[config.mk]
export PLATFORM = sky130hd
export DESIGN_NAME = pmask_csr_bank
export DESIGN_NICKNAME = d
export VERILOG_FILES = /design/src/rtl/pmask_pkg.sv /design/src/rtl/pmask_decode.sv /design/src/rtl/pmask_ctrl_word.sv /design/src/rtl/pmask_level_regs.sv /design/src/rtl/pmask_csr_bank.sv
export SDC_FILE = /design/constraint.sdc
export NUM_CORES = 1
export LEC_CHECK = 0
export BUFFER_PORTS_ARGS = -buffer_cell sky130_fd_sc_hd__buf_2
export CORE_AREA = 2 2 204 206
export DETAILED_ROUTE_END_ITERATION = 12
export DIE_AREA = 0 0 206 208
export PLACE_DENSITY = 0.76
export SYNTH_ARGS = -nofsm -noshare
export SYNTH_HDL_FRONTEND = slang
export SYNTH_SLANG_ARGS = --single-unit
[constraint.sdc]
create_clock -name clk -period 3.4 [get_ports clk]
set_clock_uncertainty 0.05 [all_clocks]
set_input_delay 0 -clock clk [delete_from_list [all_inputs] [get_ports clk]]
set_output_delay 0 -clock clk [all_outputs]
set_load 0.005 [all_outputs]
[src/rtl/pmask_pkg.sv]
package pmask_pkg;
  localparam int CSR_AW = 12;
  localparam int WORD_W = 7;
  localparam int NLVL   = 3;

  typedef enum logic [1:0] {
    LVL_U   = 2'd0,
    LVL_S   = 2'd1,
    LVL_RSV = 2'd2,
    LVL_M   = 2'd3
  } lvl_e;

  typedef enum logic [1:0] {
    SEL_CTRL = 2'd0,
    SEL_MASK = 2'd1,
    SEL_BASE = 2'd2,
    SEL_NONE = 2'd3
  } sel_e;

  localparam logic [1:0] ST_OFF   = 2'd0;
  localparam logic [1:0] ST_INIT  = 2'd1;
  localparam logic [1:0] ST_CLEAN = 2'd2;
  localparam logic [1:0] ST_DIRTY = 2'd3;

  localparam int BIT_U_CUR = 3;
  localparam int BIT_S_CUR = 5;

  localparam logic [WORD_W-1:0] WIN_M = 7'h7F;
  localparam logic [WORD_W-1:0] WIN_S = 7'h3F;
  localparam logic [WORD_W-1:0] WIN_U = 7'h0C;

  typedef struct packed {
    logic hit;
    lvl_e lvl;
    sel_e sel;
    logic illegal;
    logic wr_ok;
  } acc_t;

  function automatic logic [WORD_W-1:0] win_of(lvl_e l);
    case (l)
      LVL_S:   win_of = WIN_S;
      LVL_U:   win_of = WIN_U;
      default: win_of = WIN_M;
    endcase
  endfunction

  function automatic logic [1:0] slot_of(lvl_e l);
    case (l)
      LVL_S:   slot_of = 2'd1;
      LVL_U:   slot_of = 2'd0;
      default: slot_of = 2'd2;
    endcase
  endfunction
endpackage

[src/rtl/pmask_decode.sv]
module pmask_decode
  import pmask_pkg::*;
#(
  parameter bit HAS_S = 1'b1,
  parameter bit HAS_U = 1'b1
) (
  input  logic [CSR_AW-1:0] addr,
  input  logic              rd,
  input  logic              wr,
  input  logic [1:0]        priv,
  input  logic              ext,
  input  logic              cur_s,
  input  logic              cur_u,
  output acc_t              acc
);
  logic       row_ok;
  lvl_e       lvl;
  logic       low_priv;
  logic       absent_bad;
  logic       same_lvl;
  logic       cur_bit;

  always_comb begin
    row_ok = 1'b0;
    lvl    = LVL_M;
    case (addr[CSR_AW-1:4])
      8'h7C: begin row_ok = 1'b1; lvl = LVL_M; end
      8'h9C: begin row_ok = HAS_S; lvl = LVL_S; end
      8'h8C: begin row_ok = HAS_U; lvl = LVL_U; end
      default: row_ok = 1'b0;
    endcase

    acc      = '0;
    acc.lvl  = lvl;
    acc.sel  = SEL_NONE;
    if (row_ok && addr[3:0] < 4'd3) begin
      acc.hit = 1'b1;
      acc.sel = sel_e'(addr[1:0]);
    end

    low_priv   = priv < lvl;
    absent_bad = !ext && (acc.sel != SEL_CTRL || wr);
    acc.illegal = acc.hit && (rd || wr) && (low_priv || absent_bad);

    same_lvl = (priv == lvl) && (lvl != LVL_M);
    cur_bit  = (lvl == LVL_S) ? cur_s : cur_u;
    acc.wr_ok = acc.hit && wr && !acc.illegal && !(same_lvl && !cur_bit);
  end
endmodule

[src/rtl/pmask_ctrl_word.sv]
module pmask_ctrl_word
  import pmask_pkg::*;
(
  input  logic              clk,
  input  logic              rst,
  input  logic              ext,
  input  logic              upd,
  input  logic              ctrl_wr,
  input  logic [WORD_W-1:0] win,
  input  logic [WORD_W-1:0] wdata,
  output logic [WORD_W-1:0] word
);
  logic [WORD_W-1:0] merged;

  always_comb begin
    merged = ctrl_wr ? ((word & ~win) | (wdata & win)) : word;
    merged[1:0] = ST_DIRTY;
  end

  always_ff @(posedge clk) begin
    if (rst) begin
      word <= ext ? {{(WORD_W-2){1'b0}}, ST_INIT} : '0;
    end else if (upd) begin
      word <= merged;
    end
  end
endmodule

[src/rtl/pmask_level_regs.sv]
module pmask_level_regs #(
  parameter int XLEN = 64
) (
  input  logic            clk,
  input  logic            rst,
  input  logic            we_mask,
  input  logic            we_base,
  input  logic [XLEN-1:0] wdata,
  output logic [XLEN-1:0] mask,
  output logic [XLEN-1:0] base
);
  always_ff @(posedge clk) begin
    if (rst) begin
      mask <= '0;
      base <= '0;
    end else begin
      if (we_mask) mask <= wdata;
      if (we_base) base <= wdata;
    end
  end
endmodule

[src/rtl/pmask_csr_bank.sv]
module pmask_csr_bank
  import pmask_pkg::*;
#(
  parameter int XLEN  = 64,
  parameter bit HAS_S = 1'b1,
  parameter bit HAS_U = 1'b1
) (
  input  logic              clk,
  input  logic              rst,
  input  logic [CSR_AW-1:0] csr_addr,
  input  logic              csr_rd,
  input  logic              csr_wr,
  input  logic [XLEN-1:0]   csr_wdata,
  input  logic [1:0]        cur_priv,
  input  logic              ext_present,
  output logic [XLEN-1:0]   csr_rdata,
  output logic              csr_illegal,
  output logic              status_dirty,
  output logic [XLEN-1:0]   m_mask,
  output logic [XLEN-1:0]   m_base,
  output logic [XLEN-1:0]   s_mask,
  output logic [XLEN-1:0]   s_base,
  output logic [XLEN-1:0]   u_mask,
  output logic [XLEN-1:0]   u_base
);
  localparam int PAD_W = XLEN - WORD_W;

  acc_t              acc;
  logic [WORD_W-1:0] mode_q;
  logic [1:0]        slot;
  logic [XLEN-1:0]   mask_q [NLVL];
  logic [XLEN-1:0]   base_q [NLVL];
  logic              dirty_q;

  pmask_decode #(.HAS_S(HAS_S), .HAS_U(HAS_U)) u_dec (
    .addr  (csr_addr),
    .rd    (csr_rd),
    .wr    (csr_wr),
    .priv  (cur_priv),
    .ext   (ext_present),
    .cur_s (mode_q[BIT_S_CUR]),
    .cur_u (mode_q[BIT_U_CUR]),
    .acc   (acc)
  );

  assign slot = slot_of(acc.lvl);

  pmask_ctrl_word u_ctrl (
    .clk     (clk),
    .rst     (rst),
    .ext     (ext_present),
    .upd     (acc.wr_ok),
    .ctrl_wr (acc.sel == SEL_CTRL),
    .win     (win_of(acc.lvl)),
    .wdata   (csr_wdata[WORD_W-1:0]),
    .word    (mode_q)
  );

  for (genvar g = 0; g < NLVL; g++) begin : g_lvl
    localparam bit PRESENT = (g == 2) || (g == 1 && HAS_S) || (g == 0 && HAS_U);
    if (PRESENT) begin : g_on
      pmask_level_regs #(.XLEN(XLEN)) u_regs (
        .clk     (clk),
        .rst     (rst),
        .we_mask (acc.wr_ok && slot == 2'(g) && acc.sel == SEL_MASK),
        .we_base (acc.wr_ok && slot == 2'(g) && acc.sel == SEL_BASE),
        .wdata   (csr_wdata),
        .mask    (mask_q[g]),
        .base    (base_q[g])
      );
    end else begin : g_off
      assign mask_q[g] = '0;
      assign base_q[g] = '0;
    end
  end

  always_comb begin
    csr_rdata = '0;
    if (acc.hit && !acc.illegal) begin
      case (acc.sel)
        SEL_CTRL: if (ext_present) csr_rdata = {{PAD_W{1'b0}}, mode_q & win_of(acc.lvl)};
        SEL_MASK: case (slot)
                    2'd0:    csr_rdata = mask_q[0];
                    2'd1:    csr_rdata = mask_q[1];
                    default: csr_rdata = mask_q[2];
                  endcase
        SEL_BASE: case (slot)
                    2'd0:    csr_rdata = base_q[0];
                    2'd1:    csr_rdata = base_q[1];
                    default: csr_rdata = base_q[2];
                  endcase
        default:  csr_rdata = '0;
      endcase
    end
  end

  always_ff @(posedge clk) begin
    if (rst) dirty_q <= 1'b0;
    else     dirty_q <= acc.wr_ok;
  end

  assign csr_illegal  = acc.illegal;
  assign status_dirty = dirty_q;
  assign u_mask = mask_q[0];
  assign u_base = base_q[0];
  assign s_mask = mask_q[1];
  assign s_base = base_q[1];
  assign m_mask = mask_q[2];
  assign m_base = base_q[2];
endmodule

After elaboration in Yosys (flattened, before gate mapping)
Index checks and enable logic that the tools add are counted.

RAM bits: 0. Input bits: 83. Memory bits (read-only): 0. Output and inout port bits: 450. Memories kept: 0. Latch bits: 0. Register bits: 392.

Equality and inequality tests: 10. Bitwise logic cells: 5. Magnitude comparators: 2. Divide/modulo/power cells: 0. Reduce and logical (&&, ||, !) cells: 34. Mux-type cells: 19. $add $sub $neg: 0. Shifts and indexed selects: 0. $mul: 0.

Operators by type and width (count): $pmux W64 S2 (2); $pmux W64 S3 (1); $mux W64 (1); $mux W7 (7); $and A7 B7 Y7 (3); $logic_and A1 B1 Y1 (19); $eq A8 B8 Y1 const B (2); $pmux W7 S2 (1); $eq A8 B7 Y1 const B (1); $pmux W2 S2 (2); $not A7 Y7 (1); $or A7 B7 Y7 (1); $eq A2 B1 Y1 const B (3); $logic_not A2 Y1 (3); $reduce_bool A2 Y1 (3); $eq A2 B2 Y1 const B (2); $logic_not A1 Y1 (4); $lt A4 B2 Y1 const B (1); $mux W1 (4); $logic_or A1 B1 Y1 (3); $reduce_or A3 Y1 (1); $eq A2 B2 Y1 (1); $lt A2 B2 Y1 (1); $mux W2 (1); other kinds (2) (2).

Longest topological paths before layout
Gate-level depths: netlist of the first run.

Word-level depth: 17. Mapped depth: 13. Mapped depth without buffers: 8.

Cells and area by module
From an unflattened synthesis of the first run, not the netlist that was laid out.

Cell total of the unflattened synthesis: 1825. Area total of the unflattened synthesis: 18330.1 um^2.

Modules (own cells, without submodules): pmask_level_regs (instances 3, cells an instance 412, seq. area each 2562.5 um^2, area an instance 4586.9 um^2); pmask_csr_bank (instances 1, cells an instance 545, seq. area each 20.0 um^2, area an instance 4066.4 um^2); pmask_ctrl_word (instances 1, cells an instance 23, seq. area each 210.2 um^2, area an instance 316.6 um^2); pmask_decode (instances 1, cells an instance 21, seq. area each 0.0 um^2, area an instance 186.4 um^2).

Least setup slack after synthesis of the first run
OpenSTA, ideal clock, no wires.

Path type: input port to flip-flop. From: input csr_addr[4]. To: register u_ctrl.word[0], enable pin. Slack: 450 ps. Required time: 3097 ps. Path buffers: 4. Data arrival time: 2647 ps. Cell stages on the path: 12. Setup time: 253 ps. Cells stage by stage: and4bb_2 -> buf_2 -> nand2_1 -> clkinv_1 -> clkbuf_1 -> clkbuf_1 -> ha_1 -> nor2b_1 -> o211ai_1 -> clkbuf_1 -> a211oi_1 -> or2_2.

Cells in the longest elaborated chain, start to end: 14. Elaborated cells between the ends (all ways): 29. Those cells by class: order compare: 1; eq/ne: 6; mux: 5; reduce/logical: 17.

Ends and longest elaborated chain: from (decl) (line pmask_csr_bank.sv:10) `input logic [CSR_AW-1:0] csr_addr,`; $eq A8 B7 Y1 / $eq A8 B8 Y1 (equally long branches) (line pmask_decode.sv:26) `case (addr[CSR_AW-1:4])`; $reduce_or A3 Y1 (no source line); $mux W1 (line pmask_decode.sv:26); $logic_and A1 B1 Y1 (line pmask_decode.sv:36) `if (row_ok && addr[3:0] < 4'd3) begin`; $mux W2 (line pmask_decode.sv:36); $reduce_bool A2 Y1 (line pmask_decode.sv:42) `absent_bad = !ext && (acc.sel != SEL_CTRL || wr);`; $logic_or A1 B1 Y1 (line pmask_decode.sv:42); $logic_and A1 B1 Y1 (line pmask_decode.sv:42); $logic_or A1 B1 Y1 (line pmask_decode.sv:43) `acc.illegal = acc.hit && (rd || wr) && (low_priv || absent_bad);`; $logic_and A1 B1 Y1 (line pmask_decode.sv:43); $logic_not A1 Y1 (line pmask_decode.sv:47) `acc.wr_ok = acc.hit && wr && !acc.illegal && !(same_lvl && !cur_bit);`; $logic_and A1 B1 Y1 (line pmask_decode.sv:47); $logic_and A1 B1 Y1 (*) (line pmask_decode.sv:47); $reduce_bool A2 Y1 (no source line) (*); to (signal assigned) (line pmask_ctrl_word.sv:22) `word <= ext ? {{(WORD_W-2){1'b0}}, ST_INIT} : '0;`; to (signal assigned) (line pmask_ctrl_word.sv:24) `word <= merged;`; to (decl) (line pmask_ctrl_word.sv:11) `output logic [WORD_W-1:0] word`.

Mark *: on every way between the ends. The rest lies on a longest branch, timed or not. A chain may end at the register's enable or synchronous reset.

Final worst setup path of the first run
From: input csr_addr[8]. To: output csr_rdata[29].

Cells in the longest elaborated chain, start to end: 13. Elaborated cells between the ends (all ways): 30. Those cells by class: order compare: 1; eq/ne: 7; mux: 9; reduce/logical: 13.

Ends and longest elaborated chain: branches (longest 12 deep; another with $pmux W64 S2); $mux W64 (*) (line pmask_csr_bank.sv:79) `if (acc.hit && !acc.illegal) begin`; to (decl) (line pmask_csr_bank.sv:16) `output logic [XLEN-1:0] csr_rdata,`.

Every way passes the cells marked *.

==> flow_summary.yaml, run 1 <==
status:
  outcome: "completed"
clock_network:
  path_clk_slew_ps: 60
  post_cts_buffers: 0
  ctsHtreeMaxLevel: 2
  numClockSinks: 392
  cts_tree: "built"
  cts_buffer_depth: 3
  cts_resized: 0
  cts_root_buf: "clkbuf_16"
  clk_latency_ps: 560
  cts_buffers: 42
synthesis:
  synth_top_area_share_pct: 40.6
  async_flop_share_pct: 0
  synth_warnings: 0
  netlist_area_um2: 19000
  synth_enable_flop_cells: 7
  ys_types: 44
  ys_seq_area_share_pct: 41.7
  synth_nets: 2215
  synth_area_per_cell_um2: 8.92
  yosysTopAreaCell: "dfxtp_1"
  ys.flop_type: "dfxtp_1"
  synthTopCellsByArea: "dfxtp_1 41%, mux2i_1 20%, nand2_1 6.5%, o31ai_1 5.1%, o211ai_1 5.1%"
  yosys-top-cells-count: "385 x dfxtp_1, 385 x mux2i_1, 330 x nand2_1"
  synth_seq_cells: 392
  postSynthCellCount: 2130
drt:
  drtAntennaViolNets: 0
  drt_iter0_drc: 2195
  firstDrtPassIters: 6
  viasPerCell: 6.39
  wire_per_inst_um: 23.7
  wl_um: 74400
  num_vias: 20100
  drcViolationCount: 0
floorplanning:
  core_area_um2: 40600
  die-area_um2: 42800
  dieHeight_um: 208
  rows: 74
  ios: 533
  die_w_um: 206
  initial_core_util_pct: 46.8
global_route:
  grt_max_degree: 193
  grt_use_total_pct: 33.0
  grt_pass1_vias: 19400
  grt_overflow: 0
  grt_antenna_before_repair: 4
  grt_pass1_wl_um: 112000
critical_path:
  critPathLaunchType: "input pin"
  reg2reg_depth: 5
  cp_max_fo: 64
  reg2reg_to: "g_lvl[1].g_on.u_regs.base[26]"
  timing_worst_setup_path_type: "in2out"
  rrSetupSlack_ps: 1320
  rr_startpoint: "u_ctrl.word[5]"
  cp.arrival_ps: 3140
  critPathCaptureType: "output pin"
  required_ps: 3350
timing:
  drv_slew: 0
  rsz0062_at_grt: "false"
  fin_crit_sh_pct: 93.8
  fin_tns_setup_ps: 0
  worst_pin_slew_ps: 1180
  hold_slack_ps: 52.2
  fmax_mhz: 313
  finalSetupViolCount: 0
  final-hold-violation-count: 0
  timing.slew.headroom_pct: 21.2
  fin_crit_ps: 3190
pwr:
  irDropWorstVdd_v: 0.000367
  power_density_nw_per_um2: 416
  p_leak_nw: 10.7
placement:
  dp.cells: 2992
  place_congestion: 0.891
  placed_cell_area_um2: 21900
  port_buffers: 532
  hpwl_um: 48300
finish:
  fin_area_um2: 24100
  drive_gt1_share_pct: 25.7
  syn_to_final_growth_pct: 27.0
  final_cells: 3141
  utilization_pct: 59.5
  nNetsFinal: 2660
min_path:
  holdPathStages: 5
  worstHoldStart: "csr_addr[0]"
  min_to: "status_dirty"
  hold_class: "in2reg"
flow_run:
  max_cap_violations: 0
per-layer routing:
metal	vias to the layer above	part of all wire, %	GRT usage, %
met5	-	0.023	0
met4	2	4.7	16.2
met3	236	9.8	7.80
met2	1332	47	53.9
met1	9716	38	40.7
li1	8789	-	-
power breakdown:
part	switching, W	internal [W]	total, W
clock network	0.00191	0.00299	0.00490
registers	0.00000231	0.00461	0.00461
logic	0.000351	0.000165	0.000516
how the worst max path moves through the flow:
stage	from	to	slack, ps	depth (start not counted)
after floorplan	csr_addr[4]	u_ctrl.word[0]	450	12
after global placement	csr_addr[9]	g_lvl[0].g_on.u_regs.base[34]	310	11
after detailed placement	csr_addr[9]	g_lvl[0].g_on.u_regs.base[19]	290	11
after CTS	csr_addr[8]	csr_rdata[29]	280	11
after global routing	csr_addr[8]	csr_rdata[29]	40	11
final	csr_addr[8]	csr_rdata[29]	210	11
cell families after synthesis:
group	after synthesis	synth area share, %
AOI/OAI and AO/OA	469	16.9
adders and majority gates	2	0.132
buffers and inverters	259	5.60
DFF	392	41.7
muxes	385	20.3
and+or+nand+nor	623	15.4
flip-flops by register name (all words and copies together), names as in the netlist:
name	cells
g_lvl.g_on.u_regs.base	192
g_lvl.g_on.u_regs.mask	192
u_ctrl.word	7
status_dirty	1
cell usage in the layout, fill, tap and decap left out, types with 2 or more instances in the layout:
| cell | Yosys | final |
|---|---|---|
| and3_1 | 2 | 2 |
| buf_12 | 0 | 11 |
| inv_8 | 0 | 2 |
| o2111ai_1 | 4 | 2 |
| o31ai_1 | 130 | 130 |
| ha_1 | 2 | 2 |
| clkinv_4 | 0 | 3 |
| clkbuf_1 | 200 | 7 |
| dfxtp_1 | 385 | 385 |
| nand4_1 | 130 | 130 |
| buf_4 | 1 | 40 |
| nand2b_1 | 2 | 2 |
| a22oi_1 | 58 | 58 |
| a32oi_1 | 6 | 6 |
| inv_1 | 5 | 5 |
| clkbuf_8 | 0 | 10 |
| bufinv_16 | 0 | 5 |
| nor3_1 | 2 | 2 |
| nand3_1 | 135 | 135 |
| buf_2 | 34 | 530 |
| clkbuf_16 | 0 | 45 |
| clkinv_2 | 0 | 5 |
| and2_1 | 3 | 3 |
| clkinvlp_4 | 0 | 2 |
| diode_2 | 0 | 2 |
| nor2_1 | 2 | 2 |
| o211ai_1 | 128 | 128 |
| a21oi_1 | 133 | 133 |
| o2111ai_4 | 0 | 2 |
| dlygate4sd3_1 | 0 | 71 |
| or2_2 | 2 | 2 |
| o2111a_4 | 0 | 2 |
| nand2_1 | 330 | 329 |
| nor2b_1 | 4 | 4 |
| edfxtp_1 | 7 | 7 |
| mux2i_1 | 385 | 385 |
area by class of cell:
type	instances	area, um^2
diodes	2	5.00
clock buffers	61	1280
clock inverters	15	216
fillers	3469	16400
inverters	7	41.3
multi-input cells	1479	10100
flip-flops and latches	392	7920
well taps	532	666
repair buffers	653	3900
per-stage QoR:
stage,power (W),setup slack [ps]
floorplan,0.00498,450
global placement,0.00514,311
detailed placement,0.00515,289
CTS,0.0101,277
global route,0.0103,39.7
finish,0.0100,209
repair_timing:
item | in CTS | in global routing
endpoints found under the setup margin | 0 | 0
endpoints found under the hold margin | 390 | 0
hold buffers | 71 | 0
critical path, stage by stage:
cell and delay, ps:
dlygate4sd3_1 540, clkbuf_8 190, nor3_1 340, inv_1 80, ha_1 180, nor2b_1 250, nor2_1 80, or4_2 580
buf_12 270, a22oi_1 380, buf_2 180
Power figures use the tool's default switching activity.
==> run 2, diff against run 1 <==
--- a/config.mk
+++ b/config.mk
@@ -10,6 +10,7 @@
 export DETAILED_ROUTE_END_ITERATION = 12
 export DIE_AREA = 0 0 206 208
 export PLACE_DENSITY = 0.76
+export SKIP_CTS_REPAIR_TIMING = 1
 export SYNTH_ARGS = -nofsm -noshare
 export SYNTH_HDL_FRONTEND = slang
 export SYNTH_SLANG_ARGS = --single-unit
==> constraint.sdc (replaced) <==
create_clock -name clk -period 3.4 [get_ports clk]
set_clock_uncertainty 0.05 [all_clocks]
set_input_delay 0.34 -clock clk [delete_from_list [all_inputs] [get_ports clk]]
set_output_delay 0.34 -clock clk [all_outputs]
set_load 0.005 [all_outputs]
==> run 2 against run 1 <==
Net effect: sequential power barely moved; worst setup slack lost 130 ps; via count shrank 0.98%; wire length decreased by 0.34%; worst hold slack worse by 41 ps; critical endpoint is now csr_rdata[28]; largest cell class unchanged; largest power group unchanged; highest routed layer unchanged.
==> flow_summary.yaml, run 2 (synthesized netlist as in run 1, its figures left out) <==
critical_path:
  timing_worst_setup_path_type: "in2out"
  critPathCaptureType: "output pin"
  critPathLaunchType: "input pin"
  cp.arrival_ps: 2930
  required_ps: 3010
  cp_max_fo: 53
global_route:
  grt_max_degree: 154
  top_usage_layer: "met2"
  grt_pass1_vias: 18900
  grt_util_met3_pct: 7.36
  grt_overflow: 0
  grt_pass1_wl_um: 112000
  use_met2_pct: 53.2
  grt_use_total_pct: 33.0
  use_met1_pct: 40.5
  grt_antenna_before_repair: 7
timing:
  fin_crit_ps: 3320
  fin_crit_sh_pct: 97.7
  timing.slew.headroom_pct: 36.7
  fin_tns_setup_ps: 0
  drv_slew: 0
  worst_pin_slew_ps: 949
  rsz0062_at_grt: "false"
  fmax_mhz: 301
  final-hold-violation-count: 0
  finalSetupViolCount: 0
finish:
  nNetsFinal: 2622
  top_regs: "g_lvl.g_on.u_regs.base x192, g_lvl.g_on.u_regs.mask x192, u_ctrl.word x7"
  final_common_cell: "buf_2"
  multi_input_area_um2: 10100
  layout_common_cells: "530 x buf_2, 385 x mux2i_1, 385 x dfxtp_1"
  drive_gt1_share_pct: 27.5
  fillers: 3550
  syn_to_final_growth_pct: 25.5
  utilization_pct: 58.8
  ff_latch_area_um2: 7920
clock_network:
  cts_tree: "built"
  ctsHtreeMaxLevel: 2
  clk_latency_ps: 560
  numClockSinks: 392
  cts_buffer_depth: 3
  cts_root_buf: "clkbuf_16"
  path_clk_slew_ps: 60
  cts_buffers: 42
placement:
  place_congestion: 0.933
  hpwl_um: 49700
  port_buffers: 532
drt:
  firstDrtPassIters: 6
  drt_iter0_drc: 2098
  viasPerCell: 6.39
  drtAntennaViolNets: 0
  num_vias: 19900
  wl_um: 74200
  wire_per_inst_um: 23.9
  drcViolationCount: 0
min_path:
  hold_class: "in2reg"
floorplanning:
  die-area_um2: 42800
  rows: 74
  die_w_um: 206
  ios: 533
  core_area_um2: 40600
  dieHeight_um: 208
  initial_core_util_pct: 46.8
pwr:
  p_total_w: 0.00976
  p_leak_nw: 10.6
  irDropWorstVdd_v: 0.000342
  power_density_nw_per_um2: 409
flow_run:
  max_cap_violations: 0
status:
  outcome: "completed"
[run 2: cell type report]
class / instances / share of cell area (%)
Clock buffer: 65 / 5.59
Clock inverter: 11 / 0.394
Multi-Input combinational cell: 1479 / 42.5
Timing Repair Buffer: 615 / 15.3
Tap cell: 532 / 2.79
Sequential cell: 392 / 33.2
Inverter: 7 / 0.173
Antenna cell: 8 / 0.0840
[run 2: through the flow]
| stage | instance area, um^2 | hold WS (ps) | instances | setup WS [ps] |
|---|---|---|---|---|
| 6_report | 23800 | 11.2 | 3109 | 78.1 |
| 5_1_grt | 23800 | 0.869 | 3105 | 8.92 |
| 4_1_cts | 23800 | -10.1 | 3101 | -62.6 |
| 3_5_place_dp | 22400 | 416 | 3025 | -124 |
| 3_3_place_gp | 22400 | 404 | 3025 | -19.1 |
| 2_1_floorplan | 19000 | 413 | 2130 | 1.41 |
[run 2: layer usage]
metal	vias to the layer above	wire [um]	share of wire, %
met3	304	6880	9.3
met5	-	13	0.018
li1	8737	-	-
met4	2	4230	5.7
met2	1307	34600	47
met1	9529	28500	38
[run 2: power breakdown]
part / internal, W / switching [W] / total (W)
clock: 0.00277 / 0.00191 / 0.00468
combinational: 0.000123 / 0.000339 / 0.000462
sequential: 0.00461 / 0.00000273 / 0.00461
[run 2: path summary, 6_finish.rpt]
path              depth (start not counted)                            end                     startpoint  slack (ps)
setup / recovery                         11                  csr_rdata[28]                    csr_addr[9]          80
hold / removal                            3  g_lvl[2].g_on.u_regs.mask[24]                  csr_wdata[24]          10
setup reg to reg                          5   g_lvl[0].g_on.u_regs.base[2]                 u_ctrl.word[5]        1240
hold reg to reg                           2  g_lvl[0].g_on.u_regs.base[16]  g_lvl[0].g_on.u_regs.base[16]         420
[run 2: critical path: stages]
cell and delay [ps]:
buf_2 110, buf_4 140, nor3b_2 260, buf_4 210, nand2_4 80, inv_8 70
buf_4 480, buf_4 600, o211ai_1 230, a22oi_1 200, buf_2 140
